### src/rtl/fetch_seq_pkg.sv
package fetch_seq_pkg;
  localparam int NUM_EXC = 6;

  localparam logic [4:0] MODE_FIQ = 5'b10001;
  localparam logic [4:0] MODE_IRQ = 5'b10010;
  localparam logic [4:0] MODE_SVC = 5'b10011;
  localparam logic [4:0] MODE_ABT = 5'b10111;
  localparam logic [4:0] MODE_UND = 5'b11011;

  localparam int ST_I = 7;
  localparam int ST_F = 6;
  localparam int ST_T = 5;

  // request index order is priority order, 0 highest
  typedef enum logic [2:0] {
    EX_NONE, EX_DABT, EX_FIQ, EX_IRQ, EX_PABT, EX_UNDEF, EX_SWI
  } exc_e;

  function automatic logic [4:0] vec_of(exc_e k);
    case (k)
      EX_UNDEF: vec_of = 5'h04;
      EX_SWI:   vec_of = 5'h08;
      EX_PABT:  vec_of = 5'h0C;
      EX_DABT:  vec_of = 5'h10;
      EX_IRQ:   vec_of = 5'h18;
      EX_FIQ:   vec_of = 5'h1C;
      default:  vec_of = 5'h00;
    endcase
  endfunction

  function automatic logic [4:0] mode_of(exc_e k);
    case (k)
      EX_UNDEF:         mode_of = MODE_UND;
      EX_PABT, EX_DABT: mode_of = MODE_ABT;
      EX_IRQ:           mode_of = MODE_IRQ;
      EX_FIQ:           mode_of = MODE_FIQ;
      default:          mode_of = MODE_SVC;
    endcase
  endfunction
endpackage

### src/rtl/fetch_seq_target.sv
module fetch_seq_target #(
  parameter int XLEN  = 32,
  parameter int OFF_W = 24
) (
  input  logic [XLEN-1:0]  pc_i,
  input  logic [OFF_W-1:0] off_i,
  output logic [XLEN-1:0]  target_o
);
  localparam int EXT_W = XLEN - OFF_W - 2;

  logic [XLEN-1:0] disp;
  assign disp     = {{EXT_W{off_i[OFF_W-1]}}, off_i, 2'b00};
  assign target_o = pc_i + disp;
endmodule

### src/rtl/fetch_seq_fill.sv
module fetch_seq_fill #(
  parameter int DEPTH = 2
) (
  input  logic clk_i,
  input  logic rst_ni,
  input  logic restart_i,
  output logic valid_o
);
  localparam int CW = $clog2(DEPTH + 1);
  localparam logic [CW-1:0] FULL = CW'(DEPTH);

  logic [CW-1:0] cnt_q;

  always_ff @(posedge clk_i or negedge rst_ni) begin
    if (!rst_ni)                cnt_q <= '0;
    else if (restart_i)         cnt_q <= '0;
    else if (cnt_q != FULL)     cnt_q <= cnt_q + 1'b1;
  end

  assign valid_o = (cnt_q == FULL);

  // a restart empties execute on the next cycle
  a_r3_restart_drains: assert property (@(posedge clk_i) disable iff (!rst_ni)
    restart_i |=> !valid_o);
endmodule

### src/rtl/fetch_seq_arb.sv
module fetch_seq_arb
  import fetch_seq_pkg::*;
(
  input  logic               clk_i,
  input  logic               rst_ni,
  input  logic [NUM_EXC-1:0] req_i,
  input  logic               i_mask_i,
  input  logic               f_mask_i,
  output logic               take_o,
  output exc_e               kind_o
);
  logic [NUM_EXC-1:0] eff;

  for (genvar gi = 0; gi < NUM_EXC; gi++) begin : g_mask
    if (gi == 1)      begin : g_fiq assign eff[gi] = req_i[gi] & ~f_mask_i; end
    else if (gi == 2) begin : g_irq assign eff[gi] = req_i[gi] & ~i_mask_i; end
    else              begin : g_raw assign eff[gi] = req_i[gi]; end
  end

  logic [2:0] sel;
  always_comb begin
    sel = '0;
    for (int k = NUM_EXC - 1; k >= 0; k--)
      if (eff[k]) sel = 3'(k);
  end

  assign take_o = |eff;
  assign kind_o = take_o ? exc_e'(sel + 3'd1) : EX_NONE;

  // masked interrupts are never granted
  a_r9_irq_masked: assert property (@(posedge clk_i) disable iff (!rst_ni)
    (take_o && kind_o == EX_IRQ) |-> !i_mask_i);
  a_r9_fiq_masked: assert property (@(posedge clk_i) disable iff (!rst_ni)
    (take_o && kind_o == EX_FIQ) |-> !f_mask_i);
  // data abort always wins when present
  a_r8_dabt_first: assert property (@(posedge clk_i) disable iff (!rst_ni)
    req_i[0] |-> (kind_o == EX_DABT));
endmodule

### src/rtl/fetch_seq.sv
module fetch_seq
  import fetch_seq_pkg::*;
#(
  parameter int XLEN       = 32,
  parameter int OFF_W      = 24,
  parameter int FILL_DEPTH = 2
) (
  input  logic             clk_i,
  input  logic             rst_ni,
  input  logic             br_valid_i,
  input  logic [OFF_W-1:0] br_off_i,
  input  logic             br_link_i,
  input  logic             dabt_i,
  input  logic             fiq_i,
  input  logic             irq_i,
  input  logic             pabt_i,
  input  logic             undef_i,
  input  logic             swi_i,
  input  logic [XLEN-1:0]  status_i,
  output logic [XLEN-1:0]  pc_o,
  output logic             exec_valid_o,
  output logic             flush_o,
  output logic             link_we_o,
  output logic [XLEN-1:0]  link_o,
  output logic             exc_take_o,
  output logic [XLEN-1:0]  status_o
);
  localparam logic [XLEN-1:0] INSTR_BYTES = XLEN'(4);

  logic [XLEN-1:0]    pc_q, pc_d, br_target;
  logic               rst_pend_q, accept, exc_go, br_go, set_f;
  logic [NUM_EXC-1:0] req;
  exc_e               kind;
  logic [4:0]         new_mode;

  assign accept = exec_valid_o & ~rst_pend_q;
  assign req    = {swi_i, undef_i, pabt_i, irq_i, fiq_i, dabt_i} & {NUM_EXC{accept}};

  fetch_seq_arb u_arb (
    .clk_i    (clk_i),
    .rst_ni   (rst_ni),
    .req_i    (req),
    .i_mask_i (status_i[ST_I]),
    .f_mask_i (status_i[ST_F]),
    .take_o   (exc_go),
    .kind_o   (kind)
  );

  fetch_seq_target #(.XLEN(XLEN), .OFF_W(OFF_W)) u_target (
    .pc_i     (pc_q),
    .off_i    (br_off_i),
    .target_o (br_target)
  );

  fetch_seq_fill #(.DEPTH(FILL_DEPTH)) u_fill (
    .clk_i     (clk_i),
    .rst_ni    (rst_ni),
    .restart_i (flush_o),
    .valid_o   (exec_valid_o)
  );

  assign br_go = accept & br_valid_i & ~exc_go;

  always_comb begin
    if (exc_go)     pc_d = {{(XLEN-5){1'b0}}, vec_of(kind)};
    else if (br_go) pc_d = br_target;
    else            pc_d = pc_q + INSTR_BYTES;
  end

  always_ff @(posedge clk_i or negedge rst_ni) begin
    if (!rst_ni) begin
      pc_q       <= '0;
      rst_pend_q <= 1'b1;
    end else begin
      pc_q       <= pc_d;
      rst_pend_q <= 1'b0;
    end
  end

  // reset entry reports as an exception with the supervisor mode
  assign new_mode = rst_pend_q ? MODE_SVC : mode_of(kind);
  assign set_f    = rst_pend_q | (kind == EX_FIQ);

  always_comb begin
    status_o = status_i;
    if (exc_take_o) begin
      status_o[4:0]  = new_mode;
      status_o[ST_T] = 1'b0;
      status_o[ST_F] = status_i[ST_F] | set_f;
      status_o[ST_I] = 1'b1;
    end
  end

  assign pc_o       = pc_q;
  assign flush_o    = exc_go | br_go;
  assign link_we_o  = exc_go | (br_go & br_link_i);
  assign link_o     = pc_q - INSTR_BYTES;
  assign exc_take_o = rst_pend_q | exc_go;

  a_r1_pc_aligned: assert property (@(posedge clk_i) disable iff (!rst_ni)
    pc_o[1:0] == 2'b00);
  a_r2_sequential: assert property (@(posedge clk_i) disable iff (!rst_ni)
    !flush_o |=> pc_o == $past(pc_o) + INSTR_BYTES);
  a_r5_link_needs_redirect: assert property (@(posedge clk_i) disable iff (!rst_ni)
    link_we_o |-> flush_o);
  a_r10_entry_masks: assert property (@(posedge clk_i) disable iff (!rst_ni)
    exc_take_o |-> (status_o[ST_I] && !status_o[ST_T]));
  a_r11_vector_region: assert property (@(posedge clk_i) disable iff (!rst_ni)
    (exc_take_o && flush_o) |=> (pc_o[XLEN-1:5] == '0));
endmodule

### config.mk
export PLATFORM = sky130hd
export DESIGN_NAME = fetch_seq
export DESIGN_NICKNAME = d
export VERILOG_FILES = /design/src/rtl/fetch_seq_pkg.sv /design/src/rtl/fetch_seq_target.sv /design/src/rtl/fetch_seq_fill.sv /design/src/rtl/fetch_seq_arb.sv /design/src/rtl/fetch_seq.sv
export SDC_FILE = /design/constraint.sdc
export NUM_CORES = 1
export LEC_CHECK = 0
export BUFFER_PORTS_ARGS = -buffer_cell sky130_fd_sc_hd__buf_2
export CORE_UTILIZATION = 47
export CTS_CLUSTER_DIAMETER = 200
export DETAILED_ROUTE_END_ITERATION = 16
export PLACE_DENSITY = 0.81
export SYNTH_ARGS = -nofsm -noshare
export SYNTH_HDL_FRONTEND = slang
export SYNTH_HIERARCHICAL = 1
export SYNTH_SLANG_ARGS = --single-unit
### constraint.sdc
create_clock -name clk_i -period 2.85 [get_ports clk_i]
set_clock_uncertainty 0.2 [all_clocks]
set_input_delay 0 -clock clk_i [delete_from_list [all_inputs] [get_ports clk_i]]
set_output_delay 0 -clock clk_i [all_outputs]
set_load 0.05 [all_outputs]
* Word level (Yosys, flattened, before mapping)
Index checks and enable logic that the tools add are counted.
** Word-level totals
- Register bits after elaboration :: 35
- Bits of input ports :: 66
- Word-level logic and storage cells :: 50
- Output and inout bits :: 100
** Cells by class
- Bitwise gates (word level) :: 16
- Eq/ne operators :: 8
- Add/sub/neg operators :: 5
- Reductions and logical operators :: 3
- Mux-type cells :: 15
** Operators by type and width (number)
- $mux W32 :: 2
- $add A32 B3 Y32 const B :: 1
- $add A32 B32 Y32 :: 1
- $sub A32 B3 Y32 const B :: 1
- $pmux W5 S6 :: 1
- $mux W3 :: 7
- $pmux W4 S4 :: 1
- $eq A3 B3 Y1 const B :: 3
- $mux W8 :: 1
- $and A1 B1 Y1 :: 6
- $and A6 B6 Y6 :: 1
- $eq A3 B2 Y1 const B :: 2
- $reduce_or A6 Y1 :: 1
- $mux W5 :: 1
- $or A1 B1 Y1 :: 5
- $mux W2 :: 2
- $not A1 Y1 :: 4
- $add A3 B1 Y3 const B :: 1
- $eq A3 B1 Y1 const B :: 1
- $add A2 B1 Y2 const B :: 1
- $eq A2 B2 Y1 const B :: 1
- $ne A2 B2 Y1 const B :: 1
- $reduce_bool A2 Y1 :: 1
- $reduce_or A2 Y1 :: 1

* Logic depth before layout (Yosys ltp)
- Depth in word-level cells :: 16
- Depth in mapped cells :: 14
- Gate-level depth less buffers :: 14

* By module
Netlist, hierarchy kept.
** By module, submodules not included
- fetch_seq :: instances 1, seq. area each 827.0 sq um, cells an instance 362, area an instance 2912.8 sq um
- fetch_seq_target :: instances 1, seq. area each 0.0 sq um, cells an instance 227, area an instance 1606.5 sq um
- fetch_seq_arb :: instances 1, seq. area each 0.0 sq um, cells an instance 17, area an instance 132.6 sq um
- fetch_seq_fill :: instances 1, seq. area each 50.0 sq um, cells an instance 9, area an instance 97.6 sq um

* Worst setup path after synthesis
OpenSTA, ideal clock, no wires.
- Path type :: reg-to-output
- Start point :: reg u_fill.cnt_q[0]
- End point :: out status_o[2]
- Required time :: 2.650 ns
- Path slack :: -0.725 ns
- Stages on the path, launching flop included :: 15
- Buffers on the path :: 0
- Arrival :: 3.375 ns
- Path through :: dfrtp_1 inv_1 ha_1 nor2b_1 and2_1 nor2b_4 nor2_1 nor3_1 ha_1 nor2_1 mux2_1 xnor2_1 nor3_1 a21oi_1 nor2_1
** Between the ends
- Elaborated cells between the ends (all ways) :: 24
- Classes of those cells :: add/sub (1); eq/ne (6); mux (10); bitwise (5); reduce/logical (2)
** RTL lines
- start: declaration :: RTL line fetch_seq_fill.sv:12 : logic [CW-1:0] cnt_q;
- start signal: assignment :: RTL line fetch_seq_fill.sv:17 : else if (cnt_q != FULL) cnt_q <= cnt_q + 1'b1;
- $eq A2 B2 Y1 * :: RTL line fetch_seq_fill.sv:20 : assign valid_o = (cnt_q == FULL);
- via exec_valid_o :: RTL line fetch_seq.sv:21 : output logic exec_valid_o,
- $and A1 B1 Y1 * :: RTL line fetch_seq.sv:36 : assign accept = exec_valid_o & ~rst_pend_q;
- $and A6 B6 Y6 * :: RTL line fetch_seq.sv:37 : assign req = {swi_i, undef_i, pabt_i, irq_i, fiq_i, dabt_i} & {NUM_EXC{accept}};
- via req[2] :: RTL line fetch_seq.sv:32 : logic [NUM_EXC-1:0] req;
- $and A1 B1 Y1 * :: RTL line fetch_seq_arb.sv:16 : else if (gi == 2) begin : g_irq assign eff[gi] = req_i[gi] & ~i_mask_i; end
- $mux W3 (3 in series) :: RTL line fetch_seq_arb.sv:24 : if (eff[k]) sel = 3'(k);
- $add A3 B1 Y3 :: RTL line fetch_seq_arb.sv:28 : assign kind_o = take_o ? exc_e'(sel + 3'd1) : EX_NONE;
- $mux W3 * :: RTL line fetch_seq_arb.sv:28
- via kind[2] :: RTL line fetch_seq.sv:33 : exc_e kind;
- $eq A3 B3 Y1 / $eq A3 B1 Y1 (equally long branches) :: RTL line fetch_seq_pkg.sv:32 : case (k)
- $reduce_or A2 Y1 :: RTL line fetch_seq_pkg.sv:32
- $pmux W4 S4 * :: RTL line fetch_seq_pkg.sv:32
- $mux W5 * :: RTL line fetch_seq.sv:81 : assign new_mode = rst_pend_q ? MODE_SVC : mode_of(kind);
- $mux W8 * :: RTL line fetch_seq.sv:86 : if (exc_take_o) begin
- end: declaration :: RTL line fetch_seq.sv:26 : output logic [XLEN-1:0] status_o
Mark *: on every way through the listed nets, which the timed path passes. The rest lies on a longest branch.

* Final worst setup path
- Start point :: reg u_fill.cnt_q[0]
- End point :: out status_o[1]
** Between the ends
- Elaborated cells between the ends (all ways) :: 24
- Classes of those cells :: add/sub (1); eq/ne (6); mux (10); bitwise (5); reduce/logical (2)
** RTL lines (RTL line)
- $eq A2 B2 Y1 * :: fetch_seq_fill.sv:20
- $and A1 B1 Y1 * :: fetch_seq.sv:36
- $and A6 B6 Y6 * :: fetch_seq.sv:37
- via req[2] :: fetch_seq.sv:32
- $and A1 B1 Y1 * :: fetch_seq_arb.sv:16
- $mux W3 (3 in series) :: fetch_seq_arb.sv:24
- $add A3 B1 Y3 :: fetch_seq_arb.sv:28
- $mux W3 * :: fetch_seq_arb.sv:28
- via kind[2] :: fetch_seq.sv:33
- $eq A3 B3 Y1 / $eq A3 B1 Y1 (equally long branches) :: fetch_seq_pkg.sv:32
- $reduce_or A2 Y1 :: fetch_seq_pkg.sv:32
- $pmux W4 S4 * :: fetch_seq_pkg.sv:32
- $mux W5 * :: fetch_seq.sv:81
- $mux W8 * :: fetch_seq.sv:86
Marks and branches as above.

==> flow_summary.json <==
{
  "cp_slowest_stage_delay_ps": 400,
  "path_buf_inv": 3,
  "whs_ps": 10.5,
  "period_minus_slack_ps": 3000,
  "mostFrequentLayoutCell": "buf_2",
  "ys_ff_latch": 35,
  "p_total_mw": 7.48,
  "numCtsBuffers": 5,
  "finalSetupViolCount": 14,
  "wirelength_um": 16100,
  "io_buffer_count": 117,
  "grt_max_degree": 61,
  "crit_type": "flop to primary output",
  "drv_slew": 0,
  "synth_edf_count": 0,
  "synth-warning-count": 6,
  "clk_path_buf_depth": 2,
  "rows": 36,
  "dpl.cell_count": 858,
  "ys.flop_type": "dfrtp_1",
  "cp_cell_sequence": "inv_2 -> ha_4 -> nor2b_4 -> and2_1 -> nor2b_4 -> nor2_2 -> nor3_2 -> ha_4 -> nor2_2 -> mux2_4 -> nand2b_4 -> nor3_4 -> buf_6 -> o21bai_4 -> buf_6",
  "place_ws_ps": -93.1,
  "cts_tree": "built",
  "post-route-util_pct": 67.2,
  "leakage_nw": 3.14,
  "placed_area_mm2": 0.00575,
  "setup_slack_ps": -154,
  "fin_cells": 906,
  "synthesis.nets": 715,
  "cpLargestDelayFamily": "simple AND/OR/NAND/NOR gates",
  "routed_via_density": 5.97,
  "synthArstFlopShare_pct": 100,
  "cpMaxStageDelayCell": "dfrtp_1",
  "coreArea_mm2": 0.00977,
  "grtUsageTotal_pct": 29.7,
  "cts.sinks": 35,
  "hold_viol": 0,
  "fin_area_mm2": 0.00657,
  "vias": 5410,
  "ant_nets": 0,
  "clock.fmax_ghz": 0.333,
  "setup_tns_ps": -1030,
  "area_delta_synth_final_pct": 38.3,
  "critPathMaxFanout": 7,
  "insertedDiodeCount": 0,
  "cts_htree_levels": 2,
  "slew_headroom_pct": 38.0,
  "clkTransAtPathRegs_ps": 80,
  "final_cell_mix": "100 x buf_2, 72 x buf_4, 60 x nor2_1, 52 x nand2_1, 36 x xor2_1",
  "wl_per_cell_um": 17.8,
  "root_buffer": "clkbuf_8",
  "grt_overflow": 0,
  "ys_seq_area_share_pct": 18.5,
  "antenna_found_initial": 0,
  "grt_pass1_wl_um": 24200,
  "design.die.area_mm2": 0.0105,
  "critPathRequiredTime_ps": 2650,
  "start_util_pct": 48.6,
  "ys_types": 71,
  "rsz0062_at_grt": "yes",
  "syn-instance-count": 615,
  "die_x_um": 103,
  "critPathArrivalTime_ps": 2800,
  "violations": "negative setup slack",
  "period_share_pct": 105,
  "die_height_um": 103,
  "drt_pre_antenna_iters": 5,
  "fillers": 771,
  "insertion_delay_ps": 310,
  "netlist_area_mm2": 0.00475,
  "num_io_pins": 166,
  "vdd_ir_drop_max_mv": 0.951,
  "syn_area_per_cell_um2": 7.72,
  "dp_hpwl_um": 11200,
  "p_per_area_mw_per_mm2": 1140,
  "place.gp.congestion": 0.990,
  "cp-end-kind": "primary output",
  "outcome": "finished with violations",
  "hold_class": "input pin to flop",
  "tightestPinTransition_ps": 930,
  "drt_iter0_drc": 479,
  "grt_pass1_vias": 5122,
  "nets": 872,
  "maxCapViolCount": 0,
  "drive_above_1_share_pct": 39.3,
  "startpoint_type": "flop",
  "drc": 0
}
layer usage:
layer,wire (um),up-vias,GRT usage (%),share of wire (%)
li1,-,2467,-,-
met1,6260,2588,34.4,39
met2,8060,311,52.6,50
met3,1260,44,6.03,7.8
met4,511,0,13.3,3.2
met5,0,-,0,0
state kept, by name (all words and copies together), names as in the netlist:
name / count
rst_pend_q: 1
u_fill/cnt_q: 2
pc_o: 32
tightest hold or removal path: cells and delay by family:
family	cells	cell delay, ps
AO/OA/AOI/OAI	1	50
AND/OR/NAND/NOR	2	320
buffers and inverters	1	110
cells by family (layout without fill, tap and decap cells):
logic type	Yosys count	after routing	share of synthesized area, %
AND/OR/NAND/NOR	245	245	28.6
multiplexers	4	4	0.869
adder cells (fa/ha/maj)	34	34	9.11
XOR/XNOR	76	76	14.0
buffers and inverters	81	239	9.04
AO/OA/AOI/OAI	139	139	19.8
flip-flops	35	35	18.5
other	1	1	0.0790
worst paths after layout:
| path | from | endpoint | slack, ps | cells after the start |
|---|---|---|---|---|
| max | u_fill/cnt_q[0] | status_o[1] | -150 | 15 |
| min reg2reg | u_fill/cnt_q[1] | u_fill/cnt_q[1] | 400 | 2 |
| min | br_valid_i | pc_o[0] | 10 | 4 |
| max in group asynchronous | rst_ni | pc_o[9] | 1630 | 2 |
| max reg2reg | pc_o[2] | pc_o[30] | -110 | 12 |
| min in group asynchronous | rst_ni | pc_o[5] | 150 | 2 |
Yosys cell counts, types with 3 or more instances:
master	n	share of area, %
nor2_1	68	5.4
nand2_1	52	4.1
xor2_1	43	7.9
a21oi_1	41	4.3
dfrtp_1	34	18
ha_1	33	8.7
xnor2_1	33	6.1
buf_4	28	4.4
a211oi_1	27	4.3
clkbuf_1	22	1.7
nand4_1	21	2.8
inv_1	17	1.3
o21ai_0	17	1.8
nand3_1	16	1.7
or3_1	11	1.4
a21o_1	10	1.6
and2_1	10	1.3
buf_2	10	1.1
nand2b_1	10	1.3
nor3_1	8	0.84
and3_1	6	0.79
nor3_2	6	1.3
nor4_1	6	0.79
o21bai_1	5	0.79
a21boi_0	4	0.63
nor2b_1	4	0.53
or4_1	4	0.63
a21o_2	3	0.55
a21oi_2	3	0.55
mux2i_1	3	0.63
nor4_2	3	0.79
o21a_1	3	0.47
o31ai_1	3	0.47
where the power goes:
part	internal [mW]	switching [mW]
Sequential	0.678	0.175
Combinational	2.06	3.99
Clock	0.350	0.222
final cells by class:
| cell class | count | area (um2) | area share [%] |
|---|---|---|---|
| timing repair buffer | 213 | 1480 | 22.5 |
| tap | 133 | 166 | 2.53 |
| clock inverter | 2 | 60.1 | 0.914 |
| sequential | 35 | 893 | 13.6 |
| inverter | 18 | 67.6 | 1.03 |
| multi-input combinational | 499 | 3830 | 58.4 |
| clock buffer | 6 | 72.6 | 1.10 |
what timing repair did:
item,CTS,global route
endpoints found under the setup margin,29,39
hold buffers,26,0
hold endpoints to repair,59,0
pin swaps,26,17
gates resized for setup,48,37
setup buffers,7,7
No activity file was read; power rests on OpenSTA's default activity.
